`config.mk`:
```
export PLATFORM = sky130hd
export DESIGN_NAME = rom_read_ctrl
export DESIGN_NICKNAME = d
export VERILOG_FILES = /design/src/rtl/rrc_pkg.sv /design/src/rtl/rrc_timing.sv /design/src/rtl/rrc_seq.sv /design/src/rtl/rrc_capture.sv /design/src/rtl/rom_read_ctrl.sv
export SDC_FILE = /design/constraint.sdc
export NUM_CORES = 1
export LEC_CHECK = 0
export BUFFER_PORTS_ARGS = -buffer_cell sky130_fd_sc_hd__buf_2
export CAP_MARGIN = 5
export CORE_ASPECT_RATIO = 1.1
export CORE_MARGIN = 8
export CORE_UTILIZATION = 54
export CTS_CLUSTER_SIZE = 24
export DETAILED_ROUTE_END_ITERATION = 8
export PLACE_DENSITY = 0.78
export REMOVE_ABC_BUFFERS = 1
export SLEW_MARGIN = 25
export SYNTH_ARGS = -nofsm -noshare
export SYNTH_HDL_FRONTEND = slang
export SYNTH_HIERARCHICAL = 1
export SYNTH_SLANG_ARGS = --single-unit
```
`constraint.sdc`:
```
create_clock -name clk -period 7 [get_ports clk]
set_clock_uncertainty 0.05 [all_clocks]
set_input_delay 1.05 -clock clk [delete_from_list [all_inputs] [get_ports clk]]
set_output_delay 1.05 -clock clk [all_outputs]
set_load 0.005 [all_outputs]
```
`src/rtl/rrc_pkg.sv`:
```
package rrc_pkg;
  typedef enum logic [1:0] {
    ST_IDLE   = 2'd0,
    ST_ACCESS = 2'd1,
    ST_FLOAT  = 2'd2
  } rrc_state_e;
endpackage

```
`src/rtl/rrc_timing.sv`:
```
// Derives the output-enable delay, the capture cycle and the float length
// from the programmed access counts.
module rrc_timing #(
  parameter int CW = 8
) (
  input  logic [CW-1:0] t_acc,
  input  logic [CW-1:0] t_ce,
  input  logic [CW-1:0] t_oe,
  input  logic [CW-1:0] t_float,
  output logic [CW-1:0] oe_delay,
  output logic [CW-1:0] cap_last,
  output logic [CW-1:0] flt_last
);
  logic [CW-1:0] sel_max;
  logic [CW-1:0] span;

  always_comb begin
    sel_max  = (t_acc > t_ce) ? t_acc : t_ce;
    oe_delay = (sel_max > t_oe) ? (sel_max - t_oe) : '0;
    span     = (sel_max > t_oe) ? sel_max : t_oe;
    cap_last = (span == '0) ? '0 : span - 1'b1;
    flt_last = (t_float == '0) ? '0 : t_float - 1'b1;
  end
endmodule

```
`src/rtl/rrc_seq.sv`:
```
// Access sequencer: idle, strobed access, float turnaround.
module rrc_seq
  import rrc_pkg::*;
#(
  parameter int CW = 8
) (
  input  logic          clk,
  input  logic          rst_n,
  input  logic          req_valid,
  input  logic [CW-1:0] oe_delay,
  input  logic [CW-1:0] cap_last,
  input  logic [CW-1:0] flt_last,
  output logic          accept,
  output logic          capture,
  output logic          ready,
  output logic          ce_n,
  output logic          oe_n
);
  rrc_state_e    state_q, state_d;
  logic [CW-1:0] cnt_q, cnt_d;
  logic          cnt_en;

  always_comb begin
    state_d = state_q;
    cnt_d   = cnt_q;
    cnt_en  = 1'b0;
    accept  = 1'b0;
    capture = 1'b0;
    unique case (state_q)
      ST_IDLE: begin
        if (req_valid) begin
          accept  = 1'b1;
          state_d = ST_ACCESS;
          cnt_d   = '0;
          cnt_en  = 1'b1;
        end
      end
      ST_ACCESS: begin
        cnt_en = 1'b1;
        if (cnt_q >= cap_last) begin
          capture = 1'b1;
          state_d = ST_FLOAT;
          cnt_d   = '0;
        end else begin
          cnt_d = cnt_q + 1'b1;
        end
      end
      ST_FLOAT: begin
        cnt_en = 1'b1;
        if (cnt_q >= flt_last) begin
          state_d = ST_IDLE;
          cnt_d   = '0;
        end else begin
          cnt_d = cnt_q + 1'b1;
        end
      end
      default: begin
        state_d = ST_IDLE;
        cnt_d   = '0;
        cnt_en  = 1'b1;
      end
    endcase
  end

  always_ff @(posedge clk or negedge rst_n) begin
    if (!rst_n) begin
      state_q <= ST_IDLE;
    end else begin
      state_q <= state_d;
    end
  end

  always_ff @(posedge clk or negedge rst_n) begin
    if (!rst_n) begin
      cnt_q <= '0;
    end else if (cnt_en) begin
      cnt_q <= cnt_d;
    end
  end

  always_comb begin
    ready = (state_q == ST_IDLE);
    ce_n  = (state_q != ST_ACCESS);
    oe_n  = !((state_q == ST_ACCESS) && (cnt_q >= oe_delay));
  end
endmodule

```
`src/rtl/rrc_capture.sv`:
```
// Address hold register and data capture with completion pulse.
module rrc_capture #(
  parameter int AW = 18,
  parameter int DW = 8
) (
  input  logic          clk,
  input  logic          rst_n,
  input  logic          accept,
  input  logic          capture,
  input  logic [AW-1:0] addr_in,
  input  logic [DW-1:0] data_in,
  output logic [AW-1:0] addr_out,
  output logic          done,
  output logic [DW-1:0] data_out
);
  always_ff @(posedge clk or negedge rst_n) begin
    if (!rst_n) begin
      addr_out <= '0;
    end else if (accept) begin
      addr_out <= addr_in;
    end
  end

  always_ff @(posedge clk or negedge rst_n) begin
    if (!rst_n) begin
      data_out <= '0;
    end else if (capture) begin
      data_out <= data_in;
    end
  end

  always_ff @(posedge clk or negedge rst_n) begin
    if (!rst_n) begin
      done <= 1'b0;
    end else begin
      done <= capture;
    end
  end
endmodule

```
`src/rtl/rom_read_ctrl.sv`:
```
module rom_read_ctrl #(
  parameter int AW = 18,
  parameter int DW = 8,
  parameter int CW = 8
) (
  input  logic          clk,
  input  logic          rst_n,
  input  logic [CW-1:0] cfg_t_acc,
  input  logic [CW-1:0] cfg_t_ce,
  input  logic [CW-1:0] cfg_t_oe,
  input  logic [CW-1:0] cfg_t_float,
  input  logic          req_valid,
  input  logic [AW-1:0] req_addr,
  output logic          req_ready,
  output logic          done,
  output logic [DW-1:0] done_data,
  output logic [AW-1:0] mem_addr,
  output logic          mem_ce_n,
  output logic          mem_oe_n,
  input  logic [DW-1:0] mem_data
);
  logic [CW-1:0] oe_delay, cap_last, flt_last;
  logic          accept, capture;

  rrc_timing #(.CW(CW)) u_timing (
    .t_acc    (cfg_t_acc),
    .t_ce     (cfg_t_ce),
    .t_oe     (cfg_t_oe),
    .t_float  (cfg_t_float),
    .oe_delay (oe_delay),
    .cap_last (cap_last),
    .flt_last (flt_last)
  );

  rrc_seq #(.CW(CW)) u_seq (
    .clk       (clk),
    .rst_n     (rst_n),
    .req_valid (req_valid),
    .oe_delay  (oe_delay),
    .cap_last  (cap_last),
    .flt_last  (flt_last),
    .accept    (accept),
    .capture   (capture),
    .ready     (req_ready),
    .ce_n      (mem_ce_n),
    .oe_n      (mem_oe_n)
  );

  rrc_capture #(.AW(AW), .DW(DW)) u_cap (
    .clk      (clk),
    .rst_n    (rst_n),
    .accept   (accept),
    .capture  (capture),
    .addr_in  (req_addr),
    .data_in  (mem_data),
    .addr_out (mem_addr),
    .done     (done),
    .data_out (done_data)
  );
endmodule

```
Yosys cells after proc, flatten, opt, wreduce, memory -nomap -nowiden
Index checks and enable logic that the tools add are counted.
- input port bits: 61
- bits in registers: 37
- logic and storage cells: 45
- muxes and demuxes: 18
- equality and inequality tests: 6
- order comparisons: 5
- reduce and logical (&&, ||, !) cells: 7
- add/subtract/negate cells: 4
- operators by type and width (cell ; number):
    two-way mux 8 bit ; 8
    greater-or-equal comparator 8 bit ; 3
    case mux 8 bit (3 select lines) ; 1
    > comparator 8 bit ; 2
    logical NOT 8 bit ; 2
    subtractor 8 x 1 -> 8 bit (second input constant) ; 2
    adder 8 x 1 -> 8 bit (second input constant) ; 1
    subtractor 8 bit ; 1
    two-way mux 2 bit ; 3
    != test 2 x 1 -> 1 bit (second input constant) ; 3
    case mux 2 bit (3 select lines) ; 1
    two-way mux 1 bit ; 5
    AND reduction 3 bit ; 1
    equality test 2 x 1 -> 1 bit (second input constant) ; 1
    equality test 2 bit (second input constant) ; 1
    logical NOT 2 bit ; 1
    != test 2 bit (second input constant) ; 1
    AND reduction 2 bit ; 1
    logical AND 1 bit ; 1
    logical NOT 1 bit ; 1

Longest topological paths before layout
Gate-level depths: netlist (run 1).
- depth in word-level cells: 9
- mapped depth: 28

By module
Netlist (run 1), hierarchy kept.
- modules (own cells, without submodules) (module ; seq. area each (sq um) ; cells an instance ; times used ; area an instance (sq um)):
    rrc_timing ; 0.0 ; 185 ; 1 ; 1293.7
    rrc_seq ; 250.2 ; 141 ; 1 ; 1187.4
    rrc_capture ; 675.6 ; 56 ; 1 ; 1042.2

Worst setup path after synthesis (run 1)
No wires, ideal clock.
- kind: input to register
- from: in cfg_t_ce[1]
- to: reg u_cap.data_out[0]
- path slack: 0.651 ns
- required time: 6.825 ns
- stages: 28
- buffers on the path: 3
- arrival: 6.174 ns
- setup time: 0.125 ns
- cells stage by stage: inv_1 ha_1 nor2b_4 o211a_4 o21a_4 nor2_8 mux2i_1 ha_1 fa_1 nand2b_1 a211oi_2 o31ai_2 buf_2 buf_1 nor2_1 a21oi_1 ha_1 inv_1 or3_1 a21oi_2 inv_1 ha_1 and4_1 o21ai_0 o21ai_0 and2_1 buf_2 mux2_2
- word-level cells in the longest chain between the ends: 9
- ends and longest elaborated chain (item ; RTL line ; text):
    from (decl) ; rom_read_ctrl.sv:9 ; input logic [CW-1:0] cfg_t_ce,
    > comparator 8 bit ; rrc_timing.sv:18 ; sel_max = (t_acc > t_ce) ? t_acc : t_ce;
    two-way mux 8 bit * ; rrc_timing.sv:18 ;
    > comparator 8 bit ; rrc_timing.sv:20 ; span = (sel_max > t_oe) ? sel_max : t_oe;
    two-way mux 8 bit * ; rrc_timing.sv:20 ;
    subtractor 8 x 1 -> 8 bit / logical NOT 8 bit (equally long branches) ; rrc_timing.sv:21 ; cap_last = (span == '0) ? '0 : span - 1'b1;
    two-way mux 8 bit * ; rrc_timing.sv:21 ;
    net cap_last[4] ; rom_read_ctrl.sv:22 ; logic [CW-1:0] oe_delay, cap_last, flt_last;
    greater-or-equal comparator 8 bit * ; rrc_seq.sv:40 ; if (cnt_q >= cap_last) begin
    two-way mux 1 bit * ; rrc_seq.sv:40 ;
    two-way mux 1 bit * ; rrc_seq.sv:29 ; unique case (state_q)
    net capture ; rom_read_ctrl.sv:23 ; logic accept, capture;
    to (signal assigned) ; rrc_capture.sv:28 ; data_out <= data_in;
    to (decl) ; rrc_capture.sv:14 ; output logic [DW-1:0] data_out
Mark *: on every way through the listed nets, which the timed path passes. The rest lies on a longest branch.
A chain may end at the register's enable or synchronous reset.

Worst setup path after layout (run 1)
- from: in cfg_t_acc[1]
- to: out mem_oe_n
- word-level cells in the longest chain between the ends: 7
- ends and longest elaborated chain (item ; RTL line ; text):
    from (decl) ; rom_read_ctrl.sv:8 ; input logic [CW-1:0] cfg_t_acc,
    > comparator 8 bit ; rrc_timing.sv:18 ;
    two-way mux 8 bit * ; rrc_timing.sv:18 ;
    subtractor 8 bit / > comparator 8 bit (equally long branches) ; rrc_timing.sv:19 ; oe_delay = (sel_max > t_oe) ? (sel_max - t_oe) : '0;
    two-way mux 8 bit * ; rrc_timing.sv:19 ;
    net oe_delay[7] ; rom_read_ctrl.sv:22 ;
    greater-or-equal comparator 8 bit * ; rrc_seq.sv:84 ; oe_n = !((state_q == ST_ACCESS) && (cnt_q >= oe_delay));
    logical AND 1 bit * ; rrc_seq.sv:84 ;
    logical NOT 1 bit * ; rrc_seq.sv:84 ;
    to (decl) ; rom_read_ctrl.sv:19 ; output logic mem_oe_n,
Marked as above.

==> qor.txt, run 1 <==
status - completed
maximum clock frequency - 155.3 MHz
postcts setup bufs - 0
CP Launch Type - input pin
Mean Syn Cell Area - 9.224 sq um
vias per cell - 5.470
most frequent cells in the layout - buf_2, inv_1, ha_1, dfrtp_1, nor2_1
crit-path max cell delay - 0.47 ns
die area - 9368 sq um
vias in the first global route - 3268
Flop pwr share - 32.5%
clk sinks - 37
total CTS buffers - 5
Initial Util - 54.72%
Max-cap violations - 0
Clock Pin Slew Worst Setup and Hold Paths - 0.07 ns
gr usage total - 17.88%
Ys Warns - 6
First-pass DRT Iterations - 4
fin nets - 582
hold_sp - u_cap/addr_out[4]
Max FO, Critical Path - 5
Die Y - 100.7 microns
Synth async-reset ratio - 100.0%
clock root buffer - clkbuf_8
Hold Crit Depth - 1
worst min path class - reg2reg
Iter 0 DRT Violations - 75
pre-CTS setup slack - 0.4569 ns
Yosys top cell area share - 26.28%
LEAKAGE - 0.002124 uW
Post-route DRC - 0
post-synthesis cell type count - 65
Crit Path Category - in2out
WP data required - 5.90 ns
crit end category - output port
layout cells sized above 1 - 32.14%
CTS tree - built
Worst Max-Slew Pin Slew - 0.9916 ns
Synth Cell Area - 3523 sq um
first-pass GRT wire length - 13880 microns
layout overhead on the synthesized area - 16.90%
RR Startpoint - u_seq/cnt_q[2]
worst reg2reg endpoint - u_cap/data_out[5]
final wirelength - 8316 microns
slowest CP cell - a21oi_1
grt total ovfl - 0
hold buffers post-CTS - 0
IO Port Bufs - 90
Final ANT Viol Nets - 0
worst reg-to-reg setup slack - 4.65 ns
CTS HTree Levels - 2
Rows - 31
# resized after CTS - 0
ranking of synthesized cells by area - dfrtp_1, ha_1, inv_1
final hold violation count - 0
Setup TNS - 0 ns
largest net degree at the start of global routing - 38
Net Switching - 383.1 uW
clock power share - 14.8%
antenna violations before repair - 0
final setup fails - 0
WHS Endpoint - u_cap/addr_out[4]
final design utilization - 63.97%
commonest non-fill, non-tap cell in the layout - buf_2
vias - 3036
Worst-Skew Late Latency - 0.29 ns
R2R cell count - 6
Arrival @ worst endpoint - 5.34 ns
final hold slack - 0.4520 ns
switching share of power - 37.93%
synthesis-stage register bit count - 37
Longest Clk Path Bufs - 2
core box area - 6439 sq um
wire length per cell - 14.98 microns
EDFF count, synth - 0
Max Slew Vio Count - 0
Period minus WS final - 6.439 ns
RePlAce Congestion - 0.8388
Post-Synthesis Cells - 382
Seq/Total Area, Yosys - 26.28%
CP cell instances - buf_2, ha_1, nor2b_4, o211a_4, o21ai_2, nand2_2, a21oi_1, inv_1, ha_1, nor2b_1, o21ai_0, a21boi_0, o21ai_0, a21boi_0, o21a_1, o21a_1, nor3_1, inv_1, ha_1, a211oi_1, o21ai_0, o211ai_1, buf_2
I/O Pins - 91
Max VDD drop - 0.2023 mV
Int Power - 626.9 uW
RSZ-0062 raised after global routing - false
Power per Cell Area - 245.2 nW/um^2
Detailed Place HPWL - 6964 microns
worst setup margin - 0.5608 ns
top_reg_cell synth - dfrtp_1
post-synth top area cell - dfrtp_1
n_diodes - 0
crit share post-route - 91.99%
die width - 93.02 microns
slew margin rel. - 33.89%
logic gate share of total power - 52.6%
-- stage by stage --
step	cell area, sq um	total power [uW]	cells
6_report	4119	1010	555
5_1_grt	4119	1092	555
4_1_cts	4119	1020	555
3_5_place_dp	4029	864.7	548
3_3_place_gp	4029	838.6	548
2_1_floorplan	3468	680.1	375
-- critical path, delay by kind of cell --
kind	cells	cell delay, ns
compound gates	12	2.44
fa+ha+maj	3	0.83
simple gates	4	0.58
buf+inv	4	0.43
-- how the worst max path moves through the flow --
stage	end	start	slack, ns
floorplan	u_cap/data_out[0]	cfg_t_ce[1]	0.50
global placement	u_cap/data_out[0]	cfg_t_acc[1]	0.62
detailed placement	u_cap/data_out[5]	cfg_t_acc[1]	0.46
CTS	mem_oe_n	cfg_t_acc[1]	0.55
global route	mem_oe_n	cfg_t_acc[1]	0.15
finish	mem_oe_n	cfg_t_acc[1]	0.56
-- cell type report --
| class | instances | area [sq um] |
|---|---|---|
| well taps | 82 | 102.6 |
| multi-input cells | 288 | 2355 |
| fillers | 547 | 2320 |
| repair buffers | 91 | 457.9 |
| clock buffers | 6 | 82.58 |
| flip-flops and latches | 37 | 925.9 |
| clock inverters | 1 | 7.507 |
| inverters | 50 | 187.7 |
-- registers in the layout, summed over array words and instances (netlist names) --
signal          flops
u_seq/cnt_q         8
u_seq/state_q       2
u_cap/done          1
u_cap/data_out      8
u_cap/addr_out     18
-- layer usage --
| layer | GRT usage (%) | share of wire, % |
|---|---|---|
| met5 | 0 | 0 |
| met4 | 5.583 | 1.4 |
| met1 | 19.41 | 41 |
| met2 | 32.97 | 51 |
| met3 | 4.396 | 6.3 |
-- synthesized netlist by cell type (all sizes together) (2+ instances only) --
| master | count |
|---|---|
| a31oi | 5 |
| nand2 | 29 |
| nor2b | 5 |
| nand4 | 2 |
| o31ai | 2 |
| dfrtp | 37 |
| a21o | 4 |
| mux2 | 28 |
| buf | 7 |
| nor4b | 2 |
| and4 | 3 |
| o21ai | 22 |
| a211oi | 8 |
| nor2 | 31 |
| a21oi | 14 |
| mux2i | 8 |
| o2111ai | 2 |
| or2 | 2 |
| a211o | 2 |
| o31a | 2 |
| o211ai | 4 |
| o21a | 7 |
| xnor2 | 7 |
| and2 | 3 |
| nor3b | 3 |
| nand3 | 7 |
| nor3 | 18 |
| nand2b | 6 |
| xor2 | 3 |
| inv | 50 |
| a21boi | 2 |
| ha | 47 |
-- kinds of logic (layout without fill, tap and decap cells) --
logic type,count (synthesis),in the layout,share of synthesized area (%)
mux,36,36,12.50
flops,37,37,26.28
simple gates,116,116,17.61
compound gates,78,78,16.97
xor+xnor,10,10,2.486
buf+inv,57,148,6.889
fa+ha+maj,48,48,17.26
-- power by group through the flow --
stage / logic (uW) / registers [uW] / clock network [uW]
5_1_grt: 593 / 338 / 161
2_1_floorplan: 348 / 332 / 0
3_5_place_dp: 533 / 331 / 0
6_report: 531 / 329 / 150
3_3_place_gp: 512 / 326 / 0
4_1_cts: 537 / 330 / 154
No activity file was read; power rests on OpenSTA's default activity.
==> inputs of run 2 (changes only) <==
PLACE_DENSITY = not set   (was 0.78)
PLACE_DENSITY_LB_ADDON = 0.3   (was not set)
==> run 2 against run 1 <==
Net effect: core utilization shrank 0.058 points; largest power group unchanged; count of clock-buffer cells in the layout shrank 1; design area is essentially flat; sequential cell count is the same; power shrank 1.0%; critical path depth grew 2; hold slack gained 0.0020 ns; highest routed layer unchanged; first-iteration DRC count grew 43%; global-route usage is essentially flat.
==> qor.txt, run 2 (synthesis results as in run 1) <==
n_diodes - 0
Period minus WS final - 6.381 ns
Max-cap violations - 0
gr usage total - 17.84%
# resized after CTS - 0
R2R cell count - 6
largest net degree at the start of global routing - 38
Power per Cell Area - 242.9 nW/um^2
Worst-Skew Late Latency - 0.29 ns
Die Y - 100.7 microns
First-pass DRT Iterations - 4
worst min path class - reg2reg
CTS tree - built
RR Startpoint - u_seq/cnt_q[5]
grt total ovfl - 0
WP data required - 7.13 ns
vias per cell - 5.451
Crit Path Category - in2reg
sequential cell area - 925.9 sq um
worst reg2reg endpoint - u_cap/data_out[2]
Clock Pin Slew Worst Setup and Hold Paths - 0.07 ns
Worst Max-Slew Pin Slew - 1.025 ns
WHS Endpoint - u_cap/addr_out[15]
Detailed Place HPWL - 6780 microns
antenna violations before repair - 0
CTS HTree Levels - 2
total CTS buffers - 5
RePlAce Congestion - 0.9049
die area - 9368 sq um
I/O Pins - 91
Max FO, Critical Path - 9
switching share of power - 38.25%
logic gate share of total power - 52.8%
Net Switching - 382.3 uW
final hold violation count - 0
hold_sp - u_cap/addr_out[15]
first-pass GRT wire length - 13830 microns
Setup TNS - 0 ns
Arrival @ worst endpoint - 6.51 ns
Iter 0 DRT Violations - 107
Longest Clk Path Bufs - 2
Rows - 31
max reg flops - 18
Hold Crit Depth - 1
core box area - 6439 sq um
final wirelength - 8216 microns
layout cells sized above 1 - 32.28%
CP Launch Type - input pin
postcts setup bufs - 0
most frequent cells in the layout - buf_2, inv_1, ha_1, dfrtp_1, nor2_1
slew margin rel. - 31.66%
Post-route DRC - 0
die width - 93.02 microns
worst reg-to-reg setup slack - 4.65 ns
Fillers - 569
area of the multi-input gates - 2355 sq um
Flop pwr share - 32.7%
final design utilization - 63.91%
Reg with most FFs - u_cap/addr_out
Max VDD drop - 0.1687 mV
Final ANT Viol Nets - 0
status - completed
LEAKAGE - 0.002124 uW
vias - 3031
hold buffers post-CTS - 0
crit end category - flip-flop
clk sinks - 37
clock power share - 14.6%
commonest non-fill, non-tap cell in the layout - buf_2
final setup fails - 0
crit share post-route - 91.16%
wire length per cell - 14.78 microns
Initial Util - 54.72%
clock root buffer - clkbuf_8
IO Port Bufs - 90
Int Power - 617.2 uW
maximum clock frequency - 156.7 MHz
RSZ-0062 raised after global routing - false
vias in the first global route - 3147
Max Slew Vio Count - 0
fin nets - 582
layout overhead on the synthesized area - 16.80%
biggest regs - u_cap/addr_out x18, u_cap/data_out x8, u_seq/cnt_q x8
run 2: worst max-delay path by stage:
stage / from / endpoint / slack [ns]
finish: cfg_t_acc[1] / u_cap/data_out[2] / 0.62
global route: cfg_t_acc[1] / u_cap/data_out[6] / 0.20
CTS: cfg_t_acc[1] / u_cap/data_out[6] / 0.60
detailed placement: cfg_t_acc[1] / u_cap/data_out[2] / 0.31
global placement: cfg_t_acc[1] / u_cap/data_out[0] / 0.58
floorplan: cfg_t_ce[1] / u_cap/data_out[0] / 0.50
run 2: layer usage:
metal  vias up  global-route usage [%]  routed length, microns
li1       1532                       -                       -
met1      1418                   20.79                    3564
met2        69                   31.93                    4191
met3        12                   4.396                     363
met4         0                   3.846                      97
met5         -                       0                       0
run 2: layout make-up:
class	instances	area share, %
flip-flops and latches	37	22.50
multi-input cells	288	57.22
well taps	82	2.493
repair buffers	91	11.13
clock inverters	3	0.4257
clock buffers	5	1.672
inverters	50	4.561
run 2: power by group through the flow:
stage                     sequential, uW  combinational, uW  clock [uW]
after floorplan                      332                348           0
after global placement               325                515           0
after detailed placement             330                530           0
after CTS                            327                534         149
after global routing                 337                591         160
final                                326                527         146
run 2: per-stage QoR:
stage	total power, uW	std cells	cell area, sq um	setup slack, ns	hold WS (ns)
after floorplan	680.1	375	3468	0.5038	0.4471
after global placement	840.3	548	4029	0.5758	0.4338
after detailed placement	859.8	548	4029	0.3136	0.4374
after CTS	1010	556	4115	0.5986	0.4574
after global routing	1087	556	4115	0.1990	0.4713
final	999.6	556	4115	0.6187	0.4540
run 2: critical path, stage by stage:
cell and delay (ns):
buf_2 0.11, ha_1 0.30, nor2b_4 0.13, o211a_4 0.23, o21a_4 0.25, nor2_8 0.14, mux2i_1 0.39, ha_1 0.27
fa_1 0.22, nand2b_1 0.15, a211oi_2 0.09, o31ai_2 0.40, nor2_1 0.09, a21oi_1 0.21, ha_1 0.23, inv_1 0.08
or3_1 0.39, a21oi_2 0.14, inv_1 0.05, ha_1 0.26, and4_1 0.18, o21ai_0 0.12, o21ai_0 0.25, and2_1 0.40
mux2_2 0.38
